$ cat src/rtl/eis_pkg.sv
package eis_pkg;

  typedef enum logic [1:0] {
    SENSE_LOW  = 2'd0,
    SENSE_FALL = 2'd1,
    SENSE_RISE = 2'd2,
    SENSE_BOTH = 2'd3
  } sense_e;

  localparam int DATA_W       = 16;
  localparam int ADDR_W       = 3;
  localparam int WORD_CTRL    = 0;
  localparam int WORD_SENSE   = 1;
  localparam int WORD_REQ     = 2;
  localparam int NMI_LVL_BIT  = 15;
  localparam int NMI_EDGE_BIT = 8;
  localparam int NMI_FLAG_BIT = 1;

  // edge event under a given sense mode, from previous and current sample
  function automatic logic edge_hit(input sense_e mode, input logic prev, input logic now);
    logic rise;
    logic fall;
    rise = ~prev & now;
    fall = prev & ~now;
    case (mode)
      SENSE_FALL: edge_hit = fall;
      SENSE_RISE: edge_hit = rise;
      SENSE_BOTH: edge_hit = rise | fall;
      default:    edge_hit = 1'b0;
    endcase
  endfunction

  // next pending state of one channel
  function automatic logic pend_next(input sense_e mode, input logic now,
                                     input logic ev, input logic cur, input logic clr);
    if (mode == SENSE_LOW) pend_next = ~now;
    else                   pend_next = ev | (cur & ~clr);
  endfunction

endpackage

$ cat src/rtl/eis_sync.sv
module eis_sync #(
  parameter int WIDTH  = 8,
  parameter int STAGES = 2,
  parameter logic IDLE = 1'b1
) (
  input  logic             clk,
  input  logic             rst_n,
  input  logic [WIDTH-1:0] d_i,
  output logic [WIDTH-1:0] q_o
);
  logic [WIDTH-1:0] stage_q [STAGES];

  always_ff @(posedge clk or negedge rst_n) begin
    if (!rst_n) begin
      for (int s = 0; s < STAGES; s++) stage_q[s] <= {WIDTH{IDLE}};
    end else begin
      stage_q[0] <= d_i;
      for (int s = 1; s < STAGES; s++) stage_q[s] <= stage_q[s-1];
    end
  end

  assign q_o = stage_q[STAGES-1];
endmodule

$ cat src/rtl/eis_channel.sv
module eis_channel
  import eis_pkg::*;
(
  input  logic   clk,
  input  logic   rst_n,
  input  sense_e mode_i,
  input  logic   now_i,
  input  logic   clr_i,
  output logic   event_o,
  output logic   pend_o
);
  logic prev_q;
  logic pend_q;

  always_ff @(posedge clk or negedge rst_n) begin
    if (!rst_n) begin
      prev_q <= 1'b1;
      pend_q <= 1'b0;
    end else begin
      prev_q <= now_i;
      pend_q <= pend_next(mode_i, now_i, event_o, pend_q, clr_i);
    end
  end

  assign event_o = edge_hit(mode_i, prev_q, now_i);
  assign pend_o  = pend_q;
endmodule

$ cat src/rtl/eis_regs.sv
module eis_regs
  import eis_pkg::*;
#(
  parameter int NUM_CH = 8
) (
  input  logic                clk,
  input  logic                rst_n,
  input  logic                bus_sel,
  input  logic                bus_wr,
  input  logic [ADDR_W-1:0]   bus_addr,
  input  logic [DATA_W-1:0]   bus_wdata,
  output logic [DATA_W-1:0]   bus_rdata,
  input  logic [NUM_CH-1:0]   pend_i,
  input  logic                nmi_pend_i,
  input  logic                nmi_level_i,
  output logic [2*NUM_CH-1:0] sense_o,
  output logic                nmi_rise_o,
  output logic [NUM_CH-1:0]   clr_o,
  output logic                nmi_clr_o
);
  localparam int SENSE_W = 2 * NUM_CH;

  logic [1:0]         word_sel;
  logic               wr_en;
  logic [SENSE_W-1:0] sense_q;
  logic               nmi_rise_q;
  logic               unused_bits;

  assign word_sel = bus_addr[ADDR_W-1:1];
  assign wr_en    = bus_sel & bus_wr;

  always_ff @(posedge clk or negedge rst_n) begin
    if (!rst_n) begin
      sense_q    <= '0;
      nmi_rise_q <= 1'b0;
    end else if (wr_en) begin
      if (word_sel == 2'(WORD_SENSE)) sense_q    <= bus_wdata[SENSE_W-1:0];
      if (word_sel == 2'(WORD_CTRL))  nmi_rise_q <= bus_wdata[NMI_EDGE_BIT];
    end
  end

  // clear strobes: a zero in the written bit clears that request
  assign clr_o     = (wr_en && word_sel == 2'(WORD_REQ)) ? ~bus_wdata[NUM_CH-1:0] : '0;
  assign nmi_clr_o = wr_en && word_sel == 2'(WORD_CTRL) && !bus_wdata[NMI_FLAG_BIT];

  always_comb begin
    bus_rdata = '0;
    if (bus_sel && !bus_wr) begin
      case (word_sel)
        2'(WORD_CTRL): begin
          bus_rdata[NMI_LVL_BIT]  = nmi_level_i;
          bus_rdata[NMI_EDGE_BIT] = nmi_rise_q;
          bus_rdata[NMI_FLAG_BIT] = nmi_pend_i;
        end
        2'(WORD_SENSE): bus_rdata[SENSE_W-1:0] = sense_q;
        2'(WORD_REQ):   bus_rdata[NUM_CH-1:0]  = pend_i;
        default:        bus_rdata = '0;
      endcase
    end
  end

  assign sense_o     = sense_q;
  assign nmi_rise_o  = nmi_rise_q;
  assign unused_bits = ^{bus_addr[0], bus_wdata};
endmodule

$ cat src/rtl/ext_irq_sense.sv
module ext_irq_sense
  import eis_pkg::*;
#(
  parameter int NUM_CH      = 8,
  parameter int SYNC_STAGES = 2
) (
  input  logic              clk,
  input  logic              rst_n,
  input  logic [NUM_CH-1:0] pin_i,
  input  logic              nmi_pin_i,
  input  logic              bus_sel,
  input  logic              bus_wr,
  input  logic [2:0]        bus_addr,
  input  logic [15:0]       bus_wdata,
  output logic [15:0]       bus_rdata,
  output logic [NUM_CH-1:0] irq_o,
  output logic              nmi_irq_o
);
  localparam int PIN_W = NUM_CH + 1;

  logic [PIN_W-1:0]    sync_w;
  logic [NUM_CH-1:0]   pin_now;
  logic                nmi_now;
  logic [2*NUM_CH-1:0] sense_q;
  logic                nmi_rise;
  logic [NUM_CH-1:0]   ch_clr;
  logic [NUM_CH-1:0]   ch_event;
  logic [NUM_CH-1:0]   ch_pend;
  logic                nmi_clr;
  logic                nmi_event;
  logic                nmi_pend;
  sense_e              nmi_mode;

  eis_sync #(.WIDTH(PIN_W), .STAGES(SYNC_STAGES), .IDLE(1'b1)) u_sync (
    .clk   (clk),
    .rst_n (rst_n),
    .d_i   ({nmi_pin_i, pin_i}),
    .q_o   (sync_w)
  );

  assign pin_now = sync_w[NUM_CH-1:0];
  assign nmi_now = sync_w[NUM_CH];

  eis_regs #(.NUM_CH(NUM_CH)) u_regs (
    .clk         (clk),
    .rst_n       (rst_n),
    .bus_sel     (bus_sel),
    .bus_wr      (bus_wr),
    .bus_addr    (bus_addr),
    .bus_wdata   (bus_wdata),
    .bus_rdata   (bus_rdata),
    .pend_i      (ch_pend),
    .nmi_pend_i  (nmi_pend),
    .nmi_level_i (nmi_now),
    .sense_o     (sense_q),
    .nmi_rise_o  (nmi_rise),
    .clr_o       (ch_clr),
    .nmi_clr_o   (nmi_clr)
  );

  for (genvar i = 0; i < NUM_CH; i++) begin : g_ch
    eis_channel u_ch (
      .clk     (clk),
      .rst_n   (rst_n),
      .mode_i  (sense_e'(sense_q[2*i +: 2])),
      .now_i   (pin_now[i]),
      .clr_i   (ch_clr[i]),
      .event_o (ch_event[i]),
      .pend_o  (ch_pend[i])
    );
  end

  // the non-maskable channel reuses the edge logic with a one-bit choice
  assign nmi_mode = nmi_rise ? SENSE_RISE : SENSE_FALL;

  eis_channel u_nmi (
    .clk     (clk),
    .rst_n   (rst_n),
    .mode_i  (nmi_mode),
    .now_i   (nmi_now),
    .clr_i   (nmi_clr),
    .event_o (nmi_event),
    .pend_o  (nmi_pend)
  );

  assign irq_o     = ch_pend;
  assign nmi_irq_o = nmi_pend;
endmodule

$ cat config.mk
export PLATFORM = sky130hd
export DESIGN_NAME = ext_irq_sense
export DESIGN_NICKNAME = d
export VERILOG_FILES = /design/src/rtl/eis_pkg.sv /design/src/rtl/eis_sync.sv /design/src/rtl/eis_channel.sv /design/src/rtl/eis_regs.sv /design/src/rtl/ext_irq_sense.sv
export SDC_FILE = /design/constraint.sdc
export NUM_CORES = 1
export LEC_CHECK = 0
export BUFFER_PORTS_ARGS = -buffer_cell sky130_fd_sc_hd__buf_2
export CAP_MARGIN = 0
export CELL_PAD_IN_SITES_DETAIL_PLACEMENT = 2
export CELL_PAD_IN_SITES_GLOBAL_PLACEMENT = 2
export CORE_AREA = 3 3 86 97
export DETAILED_ROUTE_END_ITERATION = 10
export DIE_AREA = 0 0 89 100
export PLACE_DENSITY_LB_ADDON = 0.1
export SYNTH_ARGS = -nofsm -noshare
export SYNTH_HDL_FRONTEND = slang
export SYNTH_SLANG_ARGS = --single-unit
$ cat constraint.sdc
create_clock -name clk -period 1.63 [get_ports clk]
set_input_delay 0.163 -clock clk [delete_from_list [all_inputs] [get_ports clk]]
set_output_delay 0.163 -clock clk [all_outputs]
set_load 0.02 [all_outputs]
==> flow_metrics.env, run 1 <==
export IMPL_crit_path_max_incr_delay_ns=0.41
export IMPL_ios=57
export IMPL_die_w_um=89
export IMPL_crit_buf_inv=1
export IMPL_maxCapViolCount=0
export IMPL_drtIter0Drc=53
export IMPL_reg2reg_to="g_ch[3].u_ch.pend_o$_DFF_PN0_"
export IMPL_dieArea_sq_um=8900
export IMPL_rsz0062_at_grt="no"
export IMPL_post_synth_top_area_cell="dfstp_2"
export IMPL_drive_gt1_share_pct=42.7
export IMPL_cts_setup_buffers=0
export IMPL_gp_congestion=0.708
export IMPL_finClkSkew_ns=0.0122
export IMPL_drc=0
export IMPL_cts_hold_buf=10
export IMPL_min_to="u_regs.sense_o[11]$_DFFE_PN0P_"
export IMPL_die_h_um=100
export IMPL_stdcell_area_sq_um=3140
export IMPL_syn2layout_area_growth_pct=21.7
export IMPL_syn_inst=210
export IMPL_clock_path_buffers=2
export IMPL_slew_headroom_pct=76.6
export IMPL_hold_viol=0
export IMPL_nFillCells=784
export IMPL_firstDrtPassIters=4
export IMPL_tightest_slew_ns=0.351
export IMPL_portBuffers=55
export IMPL_hold_start="bus_wdata[11]"
export IMPL_crit_type="flip-flop to output pin"
export IMPL_clock_latency_ns=0.31
export IMPL_multi_input_area_sq_um=1020
export IMPL_synth_common_cells="inv_1, dfstp_2, dfrtp_1, ha_1"
export IMPL_grt_pass1_vias=1942
export IMPL_synth_edf_count=0
export IMPL_drtAntennaViolNets=0
export IMPL_yosysTopAreaCellShare_pct=27.5
export IMPL_setup_viol=0
export IMPL_htree_num_levels=2
export IMPL_syn_area_sq_um=2580
export IMPL_yosysSeqAreaShare_pct=52.8
export IMPL_finalCritPeriodShare_pct=91.4
export IMPL_synth_fp_nets=262
export IMPL_grt_antenna_before_repair=0
export IMPL_wirelength_mm=6.01
export IMPL_slowest_stage="dfrtp_1"
export IMPL_post_cts_resized=0
export IMPL_wl_per_cell_um=16.4
export IMPL_grt_use_total_pct=14.3
export IMPL_critical_path_arrival_ns=1.33
export IMPL_grt_max_degree=54
export IMPL_synth_most_common_cell="inv_1"
export IMPL_synth_async_reset_ratio_pct=100
export IMPL_outcome="finished clean"
export IMPL_dpl_hpwl_mm=4.56
export IMPL_netlist_top_cells_area="dfstp_2, dfrtp_1, ha_1, mux2_4, inv_1"
export IMPL_core_area_sq_um=7390
export IMPL_fp_row_count=33
export IMPL_cts_tree="done"
export IMPL_via_count=1833
export IMPL_cts_sinks=53
export IMPL_leakage_nw=1.53
export IMPL_clk_pin_slew_ns=0.11
export IMPL_cp_required_ns=1.47
export IMPL_fin_nets=330
export IMPL_r2r_start="g_ch[3].u_ch.prev_q$_DFF_PN1_"
export IMPL_critPathTopFamily="flip-flops"
export IMPL_syn_area_per_cell_sq_um=12.3
export IMPL_grt_pass1_wl_mm=9.78
export IMPL_min_period_ns=1.49
export IMPL_hold_path_class="input port to flip-flop"
export IMPL_regArea_sq_um=1360
export IMPL_clockRootBuffer="clkbuf_8"
export IMPL_path_max_fanout=3
export IMPL_r2r_slack_ns=0.15
export IMPL_end_kind="output pin"
export IMPL_initial_core_util_pct=34.9
export IMPL_pre_cts_ws_ns=0.0498
export IMPL_numCtsBuffers=5
export IMPL_p_per_area_nw_per_um2=1040
export IMPL_cp_start_kind="flip-flop"
export IMPL_hold_depth=2
export IMPL_synth_seq_cells=53
export IMPL_worst_slack_ns=0.140
export IMPL_gr_total_overflow=0
export IMPL_r2r_cells=4
export IMPL_synth_cell_types=25
export IMPL_yosysWarnings=0
export IMPL_synth_ff_type="dfstp_2"
export IMPL_setup_tns_ns=0
export IMPL_max_freq_mhz=671
export IMPL_via_per_inst=5.01
export IMPL_path_cells="a222oi_1, nor3_1, buf_2"
export IMPL_antenna_cells=0
export IMPL_dpl_instance_area_sq_um=2950
export IMPL_ir_drop_mv=0.368
export IMPL_slew_viol_final=0
-- cell usage in the layout, fill, tap and decap left out --
| cell | count |
|---|---|
| clkbuf_8 | 5 |
| mux2_2 | 7 |
| mux4_2 | 3 |
| buf_2 | 55 |
| dfstp_2 | 27 |
| nand3_1 | 2 |
| o21ai_0 | 6 |
| clkinv_2 | 1 |
| o221ai_1 | 8 |
| dfrtp_1 | 26 |
| mux2_4 | 10 |
| buf_12 | 1 |
| a222oi_1 | 1 |
| nor2_1 | 10 |
| clkinvlp_4 | 1 |
| inv_6 | 1 |
| nand3_4 | 1 |
| nor3_1 | 1 |
| dlygate4sd3_1 | 10 |
| and3_1 | 6 |
| o211ai_1 | 11 |
| and2b_1 | 1 |
| inv_1 | 29 |
| buf_4 | 7 |
| nand2b_1 | 8 |
| ha_1 | 20 |
| a22oi_1 | 9 |
| nand2_1 | 11 |
| or2b_1 | 1 |
-- power breakdown --
part,switching [W],internal (W)
clock,0.000450,0.000306
combinational,0.000362,0.000392
sequential,0.000218,0.00154
total,0.00103,0.00224
-- flip-flops by register name, indices dropped and copies added (netlist names) --
name,cells
u_regs.nmi_rise_o,1
u_nmi.prev_q,1
u_nmi.pend_o,1
u_sync.q_o,9
g_ch.u_ch.prev_q,8
u_sync.stage_q,9
g_ch.u_ch.pend_o,8
u_regs.sense_o,16
-- cell type report --
type | instances | area share [%]
Sequential cell | 53 | 43.4
Tap cell | 87 | 3.47
Timing Repair Buffer | 73 | 14.3
Multi-Input combinational cell | 116 | 32.5
Clock buffer | 5 | 2.19
Inverter | 29 | 3.47
Clock inverter | 3 | 0.678
-- logic make-up after synthesis --
| kind of cell | count (synthesis) | synth area share, % |
|---|---|---|
| AOI/OAI and AO/OA | 35 | 10.1 |
| adders and majority gates | 20 | 9.71 |
| buffers and inverters | 41 | 7.62 |
| DFF | 53 | 52.8 |
| muxes | 20 | 11.5 |
| and+or+nand+nor | 41 | 8.30 |
-- per-layer routing --
layer | vias to the layer above | share of wire (%) | track usage [%]
met5 | - | 0 | 0
met1 | 931 | 42 | 17.6
met4 | 0 | 0.92 | 3.09
met3 | 4 | 5.2 | 3.69
li1 | 856 | - | -
met2 | 42 | 52 | 25.1
-- worst max-delay path by stage --
stage                                              from  depth (start not counted)  slack (ns)                              to
after CTS                 g_ch[1].u_ch.pend_o$_DFF_PN0_                          3        0.12                    bus_rdata[1]
after global placement                      bus_addr[2]                          5        0.15  u_regs.sense_o[13]$_DFFE_PN0P_
after floorplan           g_ch[0].u_ch.prev_q$_DFF_PN1_                          4        0.24   g_ch[0].u_ch.pend_o$_DFF_PN0_
after global routing      g_ch[1].u_ch.pend_o$_DFF_PN0_                          3        0.03                    bus_rdata[1]
final                     g_ch[1].u_ch.pend_o$_DFF_PN0_                          3        0.14                    bus_rdata[1]
after detailed placement                    bus_addr[1]                          7        0.05   g_ch[2].u_ch.pend_o$_DFF_PN0_
-- through the flow --
| stage | cells | power (W) | hold slack, ns | utilization, % |
|---|---|---|---|---|
| floorplan | 210 | 0.00232 | -0.133 | - |
| global placement | 348 | 0.00250 | 0.182 | 39.9 |
| detailed placement | 348 | 0.00254 | 0.185 | 39.9 |
| CTS | 366 | 0.00334 | 0.0601 | 42.4 |
| global route | 366 | 0.00349 | 0.0536 | 42.4 |
| finish | 366 | 0.00327 | 0.0710 | 42.4 |
Note: power is estimated with default switching activity, not from simulation.
==> inputs of run 2 (changes only) <==
--- a/config.mk
+++ b/config.mk
@@ -13,6 +13,7 @@
 export DETAILED_ROUTE_END_ITERATION = 10
 export DIE_AREA = 0 0 89 100
 export PLACE_DENSITY_LB_ADDON = 0.1
+export REMOVE_ABC_BUFFERS = 1
 export SYNTH_ARGS = -nofsm -noshare
 export SYNTH_HDL_FRONTEND = slang
 export SYNTH_SLANG_ARGS = --single-unit
==> run 2 against run 1 <==
Effect of this change: clock-buffer cell count rose by 1; setup slack got worse by 0.028 ns; worst hold slack improved by 0.0093 ns.
==> flow_metrics.env, run 2 (synthesis results as in run 1) <==
export IMPL_die_h_um=100
export IMPL_max_freq_mhz=659
export IMPL_via_per_inst=4.97
export IMPL_leakage_nw=1.55
export IMPL_cts_sinks=53
export IMPL_drive_gt1_share_pct=43.1
export IMPL_stdcell_area_sq_um=3180
export IMPL_min_to="u_regs.sense_o[12]$_DFFE_PN0P_"
export IMPL_pwr_share_comb_pct=21.8
export IMPL_syn2layout_area_growth_pct=23.4
export IMPL_slowest_stage="dfrtp_1"
export IMPL_path_depth=3
export IMPL_drc=0
export IMPL_grt_pass1_wl_mm=10.6
export IMPL_cp_start_kind="flip-flop"
export IMPL_maxCapViolCount=0
export IMPL_final_cells=368
export IMPL_clockRootBuffer="clkbuf_8"
export IMPL_final_cell_mix="buf_2, inv_1, dfstp_2"
export IMPL_crit_buf_inv=1
export IMPL_die_w_um=89
export IMPL_wirelength_mm=6.17
export IMPL_path_max_fanout=3
export IMPL_cp_required_ns=1.47
export IMPL_min_period_ns=1.52
export IMPL_ir_drop_mv=0.458
export IMPL_firstDrtPassIters=4
export IMPL_slew_headroom_pct=71.0
export IMPL_gr_total_overflow=0
export IMPL_core_area_sq_um=7390
export IMPL_slew_viol_final=0
export IMPL_placed_cells=350
export IMPL_clockPowerShare_pct=27.2
export IMPL_clk_pin_slew_ns=0.10
export IMPL_end_kind="output pin"
export IMPL_fin_nets=332
export IMPL_p_per_area_nw_per_um2=1080
export IMPL_grt_max_degree=37
export IMPL_r2r_slack_ns=0.16
export IMPL_htree_num_levels=2
export IMPL_ios=57
export IMPL_numCtsBuffers=5
export IMPL_utilization_pct=43.1
export IMPL_dpl_hpwl_mm=4.73
export IMPL_initial_core_util_pct=34.9
export IMPL_post_cts_resized=0
export IMPL_critical_path_arrival_ns=1.36
export IMPL_power_switching_w=0.00102
export IMPL_drtAntennaViolNets=0
export IMPL_reg2reg_to="g_ch[3].u_ch.pend_o$_DFF_PN0_"
export IMPL_finClkSkew_ns=0.0109
export IMPL_dieArea_sq_um=8900
export IMPL_setup_tns_ns=0
export IMPL_hold_path_class="input port to flip-flop"
export IMPL_cts_tree="done"
export IMPL_outcome="finished clean"
export IMPL_grt_antenna_before_repair=0
export IMPL_sw_frac_of_total_pct=29.4
export IMPL_largest_reg_flops=16
export IMPL_clock_latency_ns=0.31
export IMPL_gp_congestion=0.738
export IMPL_setup_viol=0
export IMPL_critPathTopFamily="flip-flops"
export IMPL_hold_viol=0
export IMPL_r2r_cells=4
export IMPL_dpl_instance_area_sq_um=2960
export IMPL_crit_type="flip-flop to output pin"
export IMPL_p_int_w=0.00243
export IMPL_rsz0062_at_grt="no"
export IMPL_fp_row_count=33
export IMPL_portBuffers=55
export IMPL_p_seq_share_pct=50.9
export IMPL_r2r_start="g_ch[3].u_ch.prev_q$_DFF_PN1_"
export IMPL_grt_pass1_vias=2016
export IMPL_crit_path_max_incr_delay_ns=0.41
export IMPL_finalCritPeriodShare_pct=93.1
export IMPL_hold_start="bus_wdata[12]"
export IMPL_via_count=1828
export IMPL_tightest_slew_ns=0.435
export IMPL_final_common_cell="buf_2"
export IMPL_wl_per_cell_um=16.8
export IMPL_hold_depth=2
export IMPL_antenna_cells=0
export IMPL_path_cells="a222oi_1, nor3_1, buf_2"
export IMPL_drtIter0Drc=62
export IMPL_grt_use_total_pct=15.6
export IMPL_clock_path_buffers=2
[run 2: cell types whose count changed in the layout (fill, tap and decap cells not counted), sizes merged]
cell	before	now
buf	63	65
bufinv	0	1
clkbuf	5	6
clkinv	1	0
inv	30	29
[run 2: through the flow]
stage | power [W] | hold WS [ns] | setup slack [ns]
floorplan | 0.00221 | -0.133 | 0.225
global placement | 0.00250 | 0.131 | 0.132
detailed placement | 0.00254 | 0.129 | 0.124
CTS | 0.00351 | 0.0679 | 0.0987
global route | 0.00369 | 0.0649 | 0.00163
finish | 0.00345 | 0.0802 | 0.112
[run 2: how the worst max path moves through the flow]
| stage | start | to | slack, ns |
|---|---|---|---|
| floorplan | bus_addr[2] | u_regs.sense_o[0]$_DFFE_PN0P_ | 0.22 |
| global placement | bus_addr[2] | bus_rdata[0] | 0.13 |
| detailed placement | bus_addr[2] | bus_rdata[0] | 0.12 |
| CTS | g_ch[1].u_ch.pend_o$_DFF_PN0_ | bus_rdata[1] | 0.1 |
| global route | bus_addr[2] | bus_rdata[5] | 0.002 |
| finish | g_ch[1].u_ch.pend_o$_DFF_PN0_ | bus_rdata[1] | 0.11 |
[run 2: cell type report]
type                    count  area [sq um]
multi-input cells         116          1020
inverters                  29           109
well taps                  87           109
clock inverters             2          37.5
clock buffers               6          82.6
fillers                   798          4210
flip-flops and latches     53          1360
repair buffers             75           463
[run 2: power by group through the flow]
| stage | Clock, W | Sequential [W] | Combinational [W] |
|---|---|---|---|
| 2_1_floorplan | 0 | 0.00180 | 0.000409 |
| 3_3_place_gp | 0 | 0.00178 | 0.000726 |
| 3_5_place_dp | 0 | 0.00179 | 0.000748 |
| 4_1_cts | 0.000975 | 0.00177 | 0.000770 |
| 5_1_grt | 0.00103 | 0.00180 | 0.000857 |
| 6_report | 0.000939 | 0.00176 | 0.000753 |
[run 2: repair_timing]
action,CTS,global route
endpoints found under the hold margin,17,0
buffers inserted,0,0
hold buffers,10,0
endpoints found under the setup margin,0,0
[run 2: routing by layer]
metal	up-vias	global-route usage [%]	wire length, um
met3	7	3.28	231
met4	0	4.12	82
met1	928	20.6	2750
met5	-	0	0
met2	36	25.7	3100
li1	857	-	-
==> inputs of run 3 (changes only) <==
--- a/config.mk
+++ b/config.mk
@@ -9,9 +9,9 @@
 export CAP_MARGIN = 0
 export CELL_PAD_IN_SITES_DETAIL_PLACEMENT = 2
 export CELL_PAD_IN_SITES_GLOBAL_PLACEMENT = 2
-export CORE_AREA = 3 3 86 97
+export CORE_AREA = 2 2 85 96
 export DETAILED_ROUTE_END_ITERATION = 10
-export DIE_AREA = 0 0 89 100
+export DIE_AREA = 0 0 87 98
 export PLACE_DENSITY_LB_ADDON = 0.1
 export REMOVE_ABC_BUFFERS = 1
 export SYNTH_ARGS = -nofsm -noshare
==> run 3 against run 2 <==
Effect of this change: fmax increased by 1.2%; first-iteration DRC count down 48%; clock skew fell by 0.0080 ns; die area decreased by 4.2%; final cell count up 0.27%; total power down 4.9%; worst hold slack improved by 0.0071 ns; combinational power hardly changed; non-clock buffer count is 2 lower; setup slack improved by 0.017 ns; largest cell class unchanged; sequential power hardly changed; critical path type unchanged.
==> flow_metrics.env, run 3 (synthesis results as in run 1) <==
export IMPL_outcome="finished clean"
export IMPL_cp_required_ns=1.47
export IMPL_gr_total_overflow=0
export IMPL_drc=0
export IMPL_clock_latency_ns=0.30
export IMPL_slew_headroom_pct=68.7
export IMPL_fp_row_count=34
export IMPL_sw_frac_of_total_pct=30.6
export IMPL_cts_setup_buffers=0
export IMPL_path_max_fanout=3
export IMPL_dieArea_sq_um=8530
export IMPL_cts_tree="done"
export IMPL_firstDrtPassIters=4
export IMPL_hold_viol=0
export IMPL_post_cts_resized=0
export IMPL_grt_pass1_wl_mm=10.0
export IMPL_largest_reg_flops=16
export IMPL_antenna_cells=0
export IMPL_initial_core_util_pct=33.8
export IMPL_final_cell_mix="buf_2, inv_1, dfstp_2"
export IMPL_clock_path_buffers=2
export IMPL_wirelength_mm=5.99
export IMPL_clockRootBuffer="clkbuf_8"
export IMPL_slew_viol_final=0
export IMPL_rsz0062_at_grt="no"
export IMPL_min_period_ns=1.50
export IMPL_grt_max_degree=36
export IMPL_portBuffers=55
export IMPL_p_seq_share_pct=53.6
export IMPL_dpl_hpwl_mm=4.53
export IMPL_setup_tns_ns=0
export IMPL_p_int_w=0.00228
export IMPL_clockPowerShare_pct=23.6
export IMPL_hold_path_class="input port to flip-flop"
export IMPL_syn2layout_area_growth_pct=22.1
export IMPL_drive_gt1_share_pct=42.7
export IMPL_nFillCells=835
export IMPL_finClkSkew_ns=0.00284
export IMPL_cts_sinks=53
export IMPL_via_per_inst=4.92
export IMPL_gp_congestion=0.729
export IMPL_pwr_share_comb_pct=22.9
export IMPL_core_area_sq_um=7610
export IMPL_wl_per_cell_um=16.2
export IMPL_leakage_nw=1.53
export IMPL_tightest_slew_ns=0.470
export IMPL_fin_nets=330
export IMPL_crit_type="flip-flop to output pin"
export IMPL_p_per_area_nw_per_um2=1040
export IMPL_clk_pin_slew_ns=0.10
export IMPL_grt_pass1_vias=1984
export IMPL_htree_num_levels=2
export IMPL_maxCapViolCount=0
export IMPL_final_common_cell="buf_2"
export IMPL_drtAntennaViolNets=0
export IMPL_die_h_um=98
export IMPL_power_total_w=0.00328
export IMPL_numCtsBuffers=5
export IMPL_cts_hold_buf=10
export IMPL_via_count=1816
export IMPL_finalCritPeriodShare_pct=92.1
export IMPL_end_kind="output pin"
export IMPL_power_switching_w=0.00100
export IMPL_drtIter0Drc=32
export IMPL_grt_antenna_before_repair=0
export IMPL_max_freq_mhz=666
export IMPL_critical_path_arrival_ns=1.34
export IMPL_ir_drop_mv=0.500
export IMPL_cp_start_kind="flip-flop"
export IMPL_ios=57
export IMPL_setup_viol=0
export IMPL_die_w_um=87
export IMPL_grt_use_total_pct=15.1
run 3: changes by cell type in the layout (fill, tap and decap cells not counted):
cell | before | now
buf_4 | 9 | 7
bufinv_16 | 1 | 0
clkinv_2 | 0 | 1
clkinv_4 | 0 | 1
clkinvlp_4 | 1 | 0
run 3: metal layers:
metal	track usage (%)	vias to the layer above	routed length, um	share of wire (%)
met1	19.7	926	2670	45
met4	3.25	0	49	0.82
met3	2.28	4	160	2.7
li1	-	855	-	-
met2	26.2	31	3110	52
met5	0	-	0	0
run 3: final cells by class:
cell class                      instances  area, sq um  share of cell area, %
Multi-Input combinational cell        116         1020                   32.4
Clock buffer                            6         82.6                   2.62
Tap cell                               90          113                   3.58
Sequential cell                        53         1360                   43.2
Timing Repair Buffer                   73          448                   14.2
Clock inverter                          2         13.8                  0.437
Inverter                               29          109                   3.46
run 3: power groups by stage:
stage | clock network [W] | registers, W | logic [W]
2_1_floorplan | 0 | 0.00180 | 0.000409
3_3_place_gp | 0 | 0.00178 | 0.000723
3_5_place_dp | 0 | 0.00179 | 0.000745
4_1_cts | 0.000816 | 0.00176 | 0.000767
5_1_grt | 0.000859 | 0.00181 | 0.000841
6_report | 0.000773 | 0.00176 | 0.000750
run 3: stage by stage:
stage | utilization [%] | worst slack [ns] | cells | hold WS (ns) | instance area, sq um
6_report | 41.3 | 0.129 | 369 | 0.0873 | 3150
5_1_grt | 41.3 | 0.0203 | 369 | 0.0809 | 3150
3_5_place_dp | 38.7 | 0.0766 | 351 | 0.152 | 2950
4_1_cts | 41.3 | 0.0896 | 369 | 0.0780 | 3150
2_1_floorplan | - | 0.225 | 198 | -0.133 | 2490
3_3_place_gp | 38.7 | 0.0795 | 351 | 0.145 | 2950
run 3: worst paths after layout:
kind | startpoint | end | slack [ns] | cells past startpoint
min in group asynchronous | rst_n | g_ch[0].u_ch.pend_o$_DFF_PN0_ | 0.35 | 2
min | bus_wdata[15] | u_regs.sense_o[15]$_DFFE_PN0P_ | 0.09 | 2
max | g_ch[1].u_ch.pend_o$_DFF_PN0_ | bus_rdata[1] | 0.13 | 3
max in group asynchronous | rst_n | u_sync.q_o[5]$_DFF_PN1_ | 0.68 | 3
max reg2reg | g_ch[0].u_ch.prev_q$_DFF_PN1_ | g_ch[0].u_ch.pend_o$_DFF_PN0_ | 0.17 | 4
min reg2reg | u_sync.stage_q[9]$_DFF_PN1_ | u_sync.q_o[0]$_DFF_PN1_ | 0.36 | 0
run 3: worst max-delay path: stages (launching register included):
cell and delay [ns]:
dfrtp_1 0.41, a222oi_1 0.36, nor3_1 0.10, buf_2 0.17
